[src/rtl/kbc_pkg.sv]
package kbc_pkg;
    localparam int BYTE_W = 8;

    localparam logic [BYTE_W-1:0] CMD_SELF_TEST = 8'hAA;
    localparam logic [BYTE_W-1:0] CMD_KBD_ON    = 8'hAE;
    localparam logic [BYTE_W-1:0] CMD_LED_SET   = 8'hED;
    localparam logic [BYTE_W-1:0] TEST_PASS     = 8'h55;

    typedef enum logic [2:0] {
        ST_IDLE,
        ST_DECODE,
        ST_TEST,
        ST_RESULT,
        ST_SEND
    } ctl_state_t;

    typedef struct packed {
        logic [2:0] zero;
        logic       kb_on;
        logic       last_cmd;
        logic       sys_ok;
        logic       ibs;
        logic       obs;
    } status_t;
endpackage

[src/rtl/kbc_host_if.sv]
module kbc_host_if
    import kbc_pkg::*;
#(
    parameter int ADDR_W = 8,
    parameter logic [ADDR_W-1:0] DATA_OFF = 8'h60,
    parameter logic [ADDR_W-1:0] CTRL_OFF = 8'h64
) (
    input  logic              clk,
    input  logic              rst_n,
    input  logic              cpu_sel,
    input  logic              cpu_wr,
    input  logic [ADDR_W-1:0] cpu_addr,
    input  logic [BYTE_W-1:0] cpu_wdata,
    input  logic [BYTE_W-1:0] status_byte,
    input  logic [BYTE_W-1:0] data_byte,
    input  logic              accept,
    output logic [BYTE_W-1:0] cpu_rdata,
    output logic              ibs,
    output logic [BYTE_W-1:0] pend_byte,
    output logic              pend_is_cmd,
    output logic              last_cmd,
    output logic              data_rd
);
    logic hit_data;
    logic hit_ctrl;
    logic wr_hit;

    assign hit_data = (cpu_addr == DATA_OFF);
    assign hit_ctrl = (cpu_addr == CTRL_OFF);
    assign wr_hit   = cpu_sel && cpu_wr && (hit_data || hit_ctrl);
    assign data_rd  = cpu_sel && !cpu_wr && hit_data;

    always_ff @(posedge clk) begin
        if (!rst_n) begin
            ibs         <= 1'b0;
            pend_byte   <= '0;
            pend_is_cmd <= 1'b0;
            last_cmd    <= 1'b0;
        end else if (accept) begin
            ibs <= 1'b0;
        end else if (wr_hit && !ibs) begin
            ibs         <= 1'b1;
            pend_byte   <= cpu_wdata;
            pend_is_cmd <= hit_ctrl;
            last_cmd    <= hit_ctrl;
        end
    end

    always_comb begin
        cpu_rdata = '0;
        if (hit_ctrl) begin
            cpu_rdata = status_byte;
        end else if (hit_data) begin
            cpu_rdata = data_byte;
        end
    end
endmodule

[src/rtl/kbc_out_buf.sv]
module kbc_out_buf
    import kbc_pkg::*;
(
    input  logic              clk,
    input  logic              rst_n,
    input  logic              kb_on,
    input  logic              kbd_valid,
    input  logic [BYTE_W-1:0] kbd_code,
    input  logic              result_hold,
    input  logic              load_pass,
    input  logic              data_rd,
    input  logic              irq_enable,
    output logic              kbd_ready,
    output logic              obs,
    output logic [BYTE_W-1:0] data_q,
    output logic              irq
);
    logic take;

    assign kbd_ready = kb_on ? (!obs && !result_hold) : 1'b1;
    assign take      = kbd_valid && kbd_ready && kb_on;
    assign irq       = irq_enable && obs;

    always_ff @(posedge clk) begin
        if (!rst_n) begin
            obs    <= 1'b0;
            data_q <= '0;
        end else if (load_pass) begin
            obs    <= 1'b1;
            data_q <= TEST_PASS;
        end else if (take) begin
            obs    <= 1'b1;
            data_q <= kbd_code;
        end else if (data_rd) begin
            obs <= 1'b0;
        end
    end
endmodule

[src/rtl/kbc_ctl_fsm.sv]
module kbc_ctl_fsm
    import kbc_pkg::*;
#(
    parameter int TEST_CYCLES = 8
) (
    input  logic              clk,
    input  logic              rst_n,
    input  logic              ibs,
    input  logic [BYTE_W-1:0] pend_byte,
    input  logic              pend_is_cmd,
    input  logic              obs,
    input  logic              dev_ready,
    output logic              accept,
    output logic              load_pass,
    output logic              result_hold,
    output logic              kb_on,
    output logic              sys_ok,
    output logic [BYTE_W-1:0] led_state,
    output logic              dev_valid,
    output logic [BYTE_W-1:0] dev_byte
);
    localparam int CNT_W = $clog2(TEST_CYCLES + 1);

    ctl_state_t state, state_nx;
    logic [CNT_W-1:0] cnt;
    logic led_armed;

    always_ff @(posedge clk) begin
        if (!rst_n) begin
            state <= ST_IDLE;
        end else begin
            state <= state_nx;
        end
    end

    always_comb begin
        state_nx = state;
        unique case (state)
            ST_IDLE:   if (ibs) state_nx = ST_DECODE;
            ST_DECODE: begin
                if (!pend_is_cmd)                    state_nx = ST_SEND;
                else if (pend_byte == CMD_SELF_TEST) state_nx = ST_TEST;
                else                                 state_nx = ST_IDLE;
            end
            ST_TEST:   if (cnt == '0) state_nx = ST_RESULT;
            ST_RESULT: if (!obs) state_nx = ST_IDLE;
            ST_SEND:   if (dev_ready) state_nx = ST_IDLE;
            default:   state_nx = ST_IDLE;
        endcase
    end

    always_ff @(posedge clk) begin
        if (!rst_n) begin
            cnt       <= '0;
            kb_on     <= 1'b0;
            sys_ok    <= 1'b0;
            led_armed <= 1'b0;
            led_state <= '0;
            dev_byte  <= '0;
        end else begin
            unique case (state)
                ST_DECODE: begin
                    if (pend_is_cmd) begin
                        if (pend_byte == CMD_KBD_ON)    kb_on     <= 1'b1;
                        if (pend_byte == CMD_LED_SET)   led_armed <= 1'b1;
                        if (pend_byte == CMD_SELF_TEST) cnt <= CNT_W'(TEST_CYCLES - 1);
                    end else begin
                        dev_byte <= pend_byte;
                        if (led_armed) begin
                            led_state <= pend_byte;
                            led_armed <= 1'b0;
                        end
                    end
                end
                ST_TEST:   if (cnt != '0) cnt <= cnt - 1'b1;
                ST_RESULT: if (!obs) sys_ok <= 1'b1;
                default:   ;
            endcase
        end
    end

    assign accept      = (state == ST_DECODE);
    assign result_hold = (state == ST_RESULT);
    assign load_pass   = (state == ST_RESULT) && !obs;
    assign dev_valid   = (state == ST_SEND);
endmodule

[src/rtl/kbc_regif.sv]
module kbc_regif
    import kbc_pkg::*;
#(
    parameter int ADDR_W = 8,
    parameter logic [ADDR_W-1:0] DATA_OFF = 8'h60,
    parameter logic [ADDR_W-1:0] CTRL_OFF = 8'h64,
    parameter int TEST_CYCLES = 8
) (
    input  logic              clk,
    input  logic              rst_n,
    input  logic              cpu_sel,
    input  logic              cpu_wr,
    input  logic [ADDR_W-1:0] cpu_addr,
    input  logic [7:0]        cpu_wdata,
    output logic [7:0]        cpu_rdata,
    input  logic              irq_enable,
    output logic              irq,
    input  logic              kbd_valid,
    input  logic [7:0]        kbd_code,
    output logic              kbd_ready,
    output logic              dev_valid,
    output logic [7:0]        dev_byte,
    input  logic              dev_ready,
    output logic [7:0]        led_state
);
    logic              ibs, obs, kb_on, sys_ok, last_cmd;
    logic              accept, load_pass, result_hold, data_rd, pend_is_cmd;
    logic [BYTE_W-1:0] pend_byte, data_q;
    status_t           status;

    assign status = '{zero: 3'b000, kb_on: kb_on, last_cmd: last_cmd,
                      sys_ok: sys_ok, ibs: ibs, obs: obs};

    kbc_host_if #(.ADDR_W(ADDR_W), .DATA_OFF(DATA_OFF), .CTRL_OFF(CTRL_OFF)) i_host (
        .clk(clk), .rst_n(rst_n), .cpu_sel(cpu_sel), .cpu_wr(cpu_wr),
        .cpu_addr(cpu_addr), .cpu_wdata(cpu_wdata), .status_byte(status),
        .data_byte(data_q), .accept(accept), .cpu_rdata(cpu_rdata), .ibs(ibs),
        .pend_byte(pend_byte), .pend_is_cmd(pend_is_cmd), .last_cmd(last_cmd),
        .data_rd(data_rd)
    );

    kbc_out_buf i_obuf (
        .clk(clk), .rst_n(rst_n), .kb_on(kb_on), .kbd_valid(kbd_valid),
        .kbd_code(kbd_code), .result_hold(result_hold), .load_pass(load_pass),
        .data_rd(data_rd), .irq_enable(irq_enable), .kbd_ready(kbd_ready),
        .obs(obs), .data_q(data_q), .irq(irq)
    );

    kbc_ctl_fsm #(.TEST_CYCLES(TEST_CYCLES)) i_fsm (
        .clk(clk), .rst_n(rst_n), .ibs(ibs), .pend_byte(pend_byte),
        .pend_is_cmd(pend_is_cmd), .obs(obs), .dev_ready(dev_ready),
        .accept(accept), .load_pass(load_pass), .result_hold(result_hold),
        .kb_on(kb_on), .sys_ok(sys_ok), .led_state(led_state),
        .dev_valid(dev_valid), .dev_byte(dev_byte)
    );
endmodule

[config.mk]
export PLATFORM = sky130hd
export DESIGN_NAME = kbc_regif
export DESIGN_NICKNAME = d
export VERILOG_FILES = /design/src/rtl/kbc_pkg.sv /design/src/rtl/kbc_host_if.sv /design/src/rtl/kbc_out_buf.sv /design/src/rtl/kbc_ctl_fsm.sv /design/src/rtl/kbc_regif.sv
export SDC_FILE = /design/constraint.sdc
export NUM_CORES = 1
export LEC_CHECK = 0
export BUFFER_PORTS_ARGS = -buffer_cell sky130_fd_sc_hd__buf_2
export CORE_UTILIZATION = 51
export CTS_CLUSTER_DIAMETER = 100
export CTS_CLUSTER_SIZE = 16
export DETAILED_ROUTE_END_ITERATION = 12
export PLACE_DENSITY = 0.78
export SYNTH_ARGS = -nofsm -noshare
export SYNTH_HDL_FRONTEND = slang
export SYNTH_SLANG_ARGS = --single-unit
[constraint.sdc]
create_clock -name clk -period 2.3 [get_ports clk]
set_clock_uncertainty 0.2 [all_clocks]
set_input_delay 0.46 -clock clk [delete_from_list [all_inputs] [get_ports clk]]
set_output_delay 0.46 -clock clk [all_outputs]
set_load 0.005 [all_outputs]
==> results of run 1 <==
## metal layers
metal | GRT usage (%) | vias up
met5 | 0 | -
met1 | 27.1 | 781
li1 | - | 882
met3 | 5.56 | 4
met2 | 33.9 | 48
met4 | 6.52 | 0
## state kept, by name, summed over array words and instances, names as in the netlist
name                count
i_fsm.state             3
i_fsm.dev_byte          8
i_obuf.obs              1
i_host.pend_is_cmd      1
i_fsm.led_state         8
i_fsm.kb_on             1
i_host.ibs              1
i_fsm.sys_ok            1
i_host.pend_byte        8
i_fsm.led_armed         1
i_obuf.data_q           8
i_fsm.cnt               4
## report_power, final
part | switching [mW] | internal, mW | total, mW
Clock | 0.259 | 0.431 | 0.690
Combinational | 0.0237 | 0.0314 | 0.0551
Sequential | 0.000369 | 0.778 | 0.779
Total | 0.283 | 1.24 | 1.52
## how the worst min path moves through the flow
| stage | startpoint | end | slack (ps) | cells after the start |
|---|---|---|---|---|
| 2_1_floorplan | i_fsm.sys_ok$_SDFFE_PN0P_ | i_fsm.sys_ok$_SDFFE_PN0P_ | 240 | 1 |
| 3_3_place_gp | i_fsm.dev_byte[3]$_SDFFE_PN0P_ | i_fsm.dev_byte[3]$_SDFFE_PN0P_ | 250 | 2 |
| 3_5_place_dp | i_fsm.dev_byte[3]$_SDFFE_PN0P_ | i_fsm.dev_byte[3]$_SDFFE_PN0P_ | 250 | 2 |
| 4_1_cts | kbd_code[5] | i_obuf.data_q[5]$_SDFFE_PP0N_ | 200 | 3 |
| 5_1_grt | cpu_wdata[4] | i_host.pend_byte[4]$_SDFFE_PN0P_ | 220 | 3 |
| 6_report | kbd_code[5] | i_obuf.data_q[5]$_SDFFE_PP0N_ | 210 | 3 |
## metrics by stage
stage / cells / util [%] / instance area [sq um] / hold WS, ps / worst slack, ps
2_1_floorplan: 221 / - / 2050 / 240 / 446
3_3_place_gp: 320 / 62.7 / 2360 / 251 / 284
3_5_place_dp: 320 / 62.7 / 2360 / 253 / 238
4_1_cts: 328 / 66.2 / 2500 / 200 / 189
5_1_grt: 328 / 66.2 / 2500 / 220 / 114
6_report: 328 / 66.2 / 2500 / 206 / 205
## worst min-delay path, delay by kind of cell
family                 cells  cell delay [ps]
and+or+nand+nor            1               70
muxes                      1               60
buffers and inverters      1               80
## logic make-up (layout without fill, tap and decap cells)
logic type / Yosys count / in the layout / share of synthesized area, %
AO/OA/AOI/OAI: 37 / 37 / 14.4
XOR/XNOR: 1 / 1 / 0.427
adder cells (fa/ha/maj): 1 / 1 / 0.610
buffers and inverters: 16 / 75 / 4.51
flip-flops: 45 / 45 / 43.9
multiplexers: 17 / 17 / 8.30
AND/OR/NAND/NOR: 104 / 104 / 27.8
## synth_stat cells (all sizes together)
library cell | n | area share, %
nor2 | 17 | 3.1
o31a | 2 | 0.98
clkbuf | 6 | 1.6
mux2i | 17 | 8.3
a211oi | 1 | 0.61
and2 | 4 | 1.2
or3 | 1 | 0.31
and3b | 1 | 0.43
nor2b | 12 | 3.7
a21boi | 17 | 6.2
xnor2 | 1 | 0.43
a21oi | 3 | 0.73
a31oi | 2 | 0.61
nand4 | 1 | 0.31
o21a | 2 | 0.73
o211ai | 1 | 0.37
ha | 1 | 0.61
a41oi | 1 | 0.43
a21o | 1 | 0.43
and4bb | 1 | 0.61
nor3 | 3 | 0.73
nor4bb | 1 | 0.49
dfxtp | 45 | 44
inv | 4 | 0.73
nand2b | 5 | 1.5
o31ai | 1 | 0.37
nor4 | 1 | 0.31
nand3 | 11 | 2.7
or2b | 1 | 0.43
or2 | 1 | 0.31
buf | 6 | 2.2
nor3b | 6 | 2.2
o311a | 6 | 2.9
or3b | 1 | 0.55
nand4b | 1 | 0.43
nor4b | 2 | 2.3
nand2 | 34 | 6.2
## cell type report
cell class	instances	area [sq um]	share of cell area, %
Tap cell	48	60.1	2.40
Clock inverter	3	65.1	2.61
Inverter	4	15.0	0.601
Clock buffer	5	68.8	2.76
Timing Repair Buffer	63	330	13.2
Sequential cell	45	901	36.1
Multi-Input combinational cell	160	1060	42.3
==> results.md, run 1 <==
* Number of buffer and inverter stages on the critical path at 1
* Final Hold Violating Endpoints at 0
* Fraction of layout instances using a drive strength above 1 at 28.9%
* Worst skew pair latency at 290 ps
* Worst path required time at 1640 ps
* Start point of the critical path: i_fsm.state[1]$_SDFFE_PN0P_
* Root buffer selected by CTS: sky130_fd_sc_hd__clkbuf_8
* Clock buffer count from CTS at 5
* Worst setup EP type: output port
* GRT overflow at 0
* Final cycle utilization of the critical path at 91.1%
* Amount of wire on met3 after detailed routing at 231 um
* Clock input transition at the sequential cells of the worst setup and hold paths at 80 ps
* Routed Wire Length at 4070 um
* Wire length of the first global-routing pass at 6940 um
* Crit. path cell count at 4
* Final GP Congestion at 0.785
* Status: finished, final reports clean
* HP Class: input port to flip-flop
* Area of the mapped netlist at 2050 sq um
* Remaining design rule violation count at 0
* Number of design-rule violations left by the first detailed-router iteration at 73
* Global-route usage over all layers at 21.0%
* Number of cells on the worst reg-to-reg path at 4
* Total setup buffers inserted after CTS at 0
* Reg2reg setup slack at 290 ps
* Number of global-route vias before repair at 1592
* Leak pwr at 1.10 nW
* Layout Nets at 311
* Number of rows created at floorplan at 22
* Port bufs at 57
* Hold buffers post-CTS at 0
* Final count of negative-setup-slack endpoints at 0
* Count of fill cells added during filler insertion at 312
* Cell family with the largest share of critical-path delay: flip-flops
* Remaining antenna violation count at 0
* Met1 routed wirelength after detailed routing at 2050 um
* Reg2Reg Launch Point: i_fsm.state[0]$_SDFFE_PN0P_
* Warning count from the yosys run at 0
* Highest metal layer with signal wires: met4
* Routed wire length per instance at 12.4 um
* Fin Setup TNS at 0 ps
* Buffer levels on the longest clock path at 2
* Met2 routed WL at 1760 um
* Critical Path Start Type: flip-flop
* Vert. Die Dim at 65.4 um
* Commonest cells after routing, fill and taps aside: sky130_fd_sc_hd__buf_2 (57), sky130_fd_sc_hd__dfxtp_1 (45), sky130_fd_sc_hd__nand2_1 (34)
* Actual slew at the worst max-slew pin at 562 ps
* Endpoint arrival time on the critical path at 1430 ps
* Count of different cell masters after synthesis at 41
* Max Clock Freq at 477 MHz
* Number of optimization iterations in the first detailed-route pass at 4
* Total of flip-flops plus latches after synthesis at 45
* Avg Inst Size Synth at 9.28 sq um
* Final antenna diode count at 0
* Boundary pin count at 58
* Kind of critical path: flip-flop to output port
* Starting density of the core at 54.4%
* Commonest non-fill, non-tap cell in the layout: sky130_fd_sc_hd__buf_2
* Slowest stage cell on the critical path: sky130_fd_sc_hd__dfxtp_1
* Placeable core region at 3770 sq um
* Max-Slew Margin vs Limit at 62.4%
* Horizontal extent of the die at 65.4 um
* RSZ-0062 raised after global routing: false
* Net count of the mapped netlist at 253
* Worst setup endpoint: kbd_ready
* Number of H-tree branching levels at 2
* Post-layout min period at 2090 ps
* Clock tree from TritonCTS: built
* Number of instances in the synthesized netlist at 221
* Number of antenna violations at the first check in global routing at 0
* Max-slew violations at 0
* Area enclosed by the die boundary at 4280 sq um
* Clock Sink Count at 45
* Quantity of gates resized following cts at 0
* Biggest fanout along the worst timing path at 8
* Crit-path max cell delay at 500 ps
* Worst reg2reg endpoint: i_fsm.cnt[1]$_SDFFE_PN0P_
* Total power after layout at 1.52 mW
* Worst vdd ir at 0.392 mV
* Power density relative to cell area at 610 nW/um^2
* CP cell instances: nor2b_1 > a21o_2 > nand2_1 > buf_2
* Final HPWL DP at 2860 um
* Sequential-to-total area share from yosys stat at 43.9%
* Maximum number of pins on one net before global-route repair at 25
* Max-cap violations at 0
* Vias after detailed routing at 1715
* Syn-to-layout area delta at 21.8%
* Routed via count divided by cell count at 5.23
No activity file was read; power rests on OpenSTA's default activity.
==> run 2, diff against run 1 <==
- CORE_UTILIZATION: 51 -> 40
- PLACE_DENSITY: 0.78 -> unset
- SETUP_SLACK_MARGIN: unset -> 0.02
- clock period: 2.3 -> 2.35 ns (I/O delays scaled with it)
==> results.md, run 2 (same netlist as run 1, synthesis figures left out) <==
* Launch instance of the worst min-delay path: kbd_code[7]
* Power density relative to cell area at 521 nW/um^2 (-15%)
* Root buffer selected by CTS: sky130_fd_sc_hd__clkbuf_8
* Final HPWL DP at 3060 um (+7.3%)
* Reg2reg setup slack at 320 ps (+30 ps)
* Global-route usage over all layers at 17.1% (-3.8 points)
* Fin worst setup slack at 162 ps (-43.9 ps)
* Max-slew violations at 0 (unchanged)
* Final standard cell utilization of the core at 51.4% (-15 points)
* Quantity of gates resized following cts at 0 (unchanged)
* Horizontal extent of the die at 73.6 um (+13%)
* Vias after detailed routing at 1713 (-0.12%)
* Maximum number of pins on one net before global-route repair at 30 (+20%)
* Total power after layout at 1.29 mW (-15%)
* Routed Wire Length at 4380 um (+7.5%)
* Starting density of the core at 42.6% (-12 points)
* Routed via count divided by cell count at 4.94 (-5.6%)
* Worst vdd ir at 0.324 mV (-17%)
* Remaining antenna violation count at 0 (unchanged)
* Number of rows created at floorplan at 25 (+14%)
* Clock tree from TritonCTS: built
* Clock buffer count from CTS at 5 (unchanged)
* Placeable core region at 4820 sq um (+28%)
* Number of cells on the worst reg-to-reg path at 4 (unchanged)
* Final Hold Violating Endpoints at 0 (unchanged)
* Final count of negative-setup-slack endpoints at 0 (unchanged)
* GRT overflow at 0 (unchanged)
* Vert. Die Dim at 73.6 um (+13%)
* Buffer levels on the longest clock path at 2 (unchanged)
* Fraction of layout instances using a drive strength above 1 at 28.9% (unchanged)
* Number of optimization iterations in the first detailed-route pass at 4 (unchanged)
* Max Clock Freq at 457 MHz
* Worst slack, placed at 98.9 ps (-139 ps)
* Wire length of the first global-routing pass at 6970 um (+0.40%)
* Post-layout min period at 2190 ps
* Syn-to-layout area delta at 20.8%
* Commonest non-fill, non-tap cell in the layout: sky130_fd_sc_hd__buf_2
* Hold buffers post-CTS at 0 (unchanged)
* Reg2Reg Launch Point: i_fsm.state[0]$_SDFFE_PN0P_
* Biggest fanout along the worst timing path at 8 (unchanged)
* Worst path required time at 1680 ps (+40 ps)
* Remaining design rule violation count at 0 (unchanged)
* Total setup buffers inserted after CTS at 0 (unchanged)
* Max-Slew Margin vs Limit at 65.2% (+2.7 points)
* Clock input transition at the sequential cells of the worst setup and hold paths at 80 ps (about the same)
* Number of global-route vias before repair at 1509 (-5.2%)
* Final cycle utilization of the critical path at 93.1%
* Clock Sink Count at 45 (unchanged)
* Layout Nets at 311 (unchanged)
* Fin Setup TNS at 0 ps (unchanged)
* Routed wire length per instance at 12.6 um (+1.6%)
* Worst hold path stage count at 3 (unchanged)
* Commonest cells after routing, fill and taps aside: sky130_fd_sc_hd__buf_2 (57), sky130_fd_sc_hd__dfxtp_1 (45), sky130_fd_sc_hd__nand2_1 (33)
* Boundary pin count at 58 (unchanged)
* Max-cap violations at 0 (unchanged)
* Endpoint arrival time on the critical path at 1520 ps (+90 ps)
* Worst skew pair latency at 300 ps (about the same)
* Final GP Congestion at 0.775 (-1.3%)
* Number of H-tree branching levels at 2 (unchanged)
* RSZ-0062 raised after global routing: false
* Area enclosed by the die boundary at 5420 sq um (+27%)
* Status: finished, final reports clean
* Worst reg2reg endpoint: i_fsm.cnt[1]$_SDFFE_PN0P_
* Worst setup EP type: output port
* Number of antenna violations at the first check in global routing at 0 (unchanged)
* Final antenna diode count at 0 (unchanged)
* WHS Endpoint: i_obuf.data_q[7]$_SDFFE_PP0N_
* Port bufs at 57 (unchanged)
* Critical Path Start Type: input port
* Kind of critical path: input port to output port
* HP Class: input port to flip-flop
* Actual slew at the worst max-slew pin at 521 ps (-41.0 ps)
* Leak pwr at 1.07 nW (-2.6%)
* Number of design-rule violations left by the first detailed-router iteration at 50 (-32%)
## run 2: cell type report
class	count	area (sq um)
Fill cell	492	2340
Clock inverter	2	15.0
Multi-Input combinational cell	160	1060
Inverter	4	15.0
Clock buffer	6	72.6
Sequential cell	45	901
Tap cell	67	83.8
Timing Repair Buffer	63	330
## run 2: per-stage QoR
step / hold slack, ps / std cells / area [sq um]
after detailed placement: 255 / 339 / 2390
final: 215 / 347 / 2480
after floorplan: 240 / 221 / 2050
after global placement: 253 / 339 / 2390
after CTS: 212 / 347 / 2470
after global routing: 209 / 347 / 2480
## run 2: worst max path at each step
stage | from | to | slack (ps) | cells after the start
after floorplan | cpu_addr[1] | cpu_rdata[5] | 480 | 4
after global placement | cpu_addr[1] | cpu_rdata[6] | 130 | 6
after detailed placement | cpu_addr[1] | cpu_rdata[6] | 100 | 6
after CTS | cpu_addr[1] | cpu_rdata[6] | 100 | 6
after global routing | cpu_addr[1] | cpu_rdata[5] | 40 | 6
final | cpu_addr[1] | cpu_rdata[6] | 160 | 6
## run 2: metal layers
metal  track usage (%)  share of wire, %
met1              23.2                52
met2              25.9                42
met3              4.80               4.7
met4              6.41               1.5
met5                 0                 0
## run 2: critical path, stage by stage
cell and delay [ps]:
sky130_fd_sc_hd__buf_2 90, sky130_fd_sc_hd__nor3_1 340, sky130_fd_sc_hd__nand2_2 200, sky130_fd_sc_hd__nor2_1 170
sky130_fd_sc_hd__and2_1 140, sky130_fd_sc_hd__buf_2 100
## run 2: report_power, final
part | switching [mW] | leakage [nW] | internal [mW]
Sequential | 0.000373 | 0.362 | 0.762
Clock | 0.265 | 0.0374 | 0.210
Combinational | 0.0240 | 0.669 | 0.0307
Total | 0.289 | 1.07 | 1.00
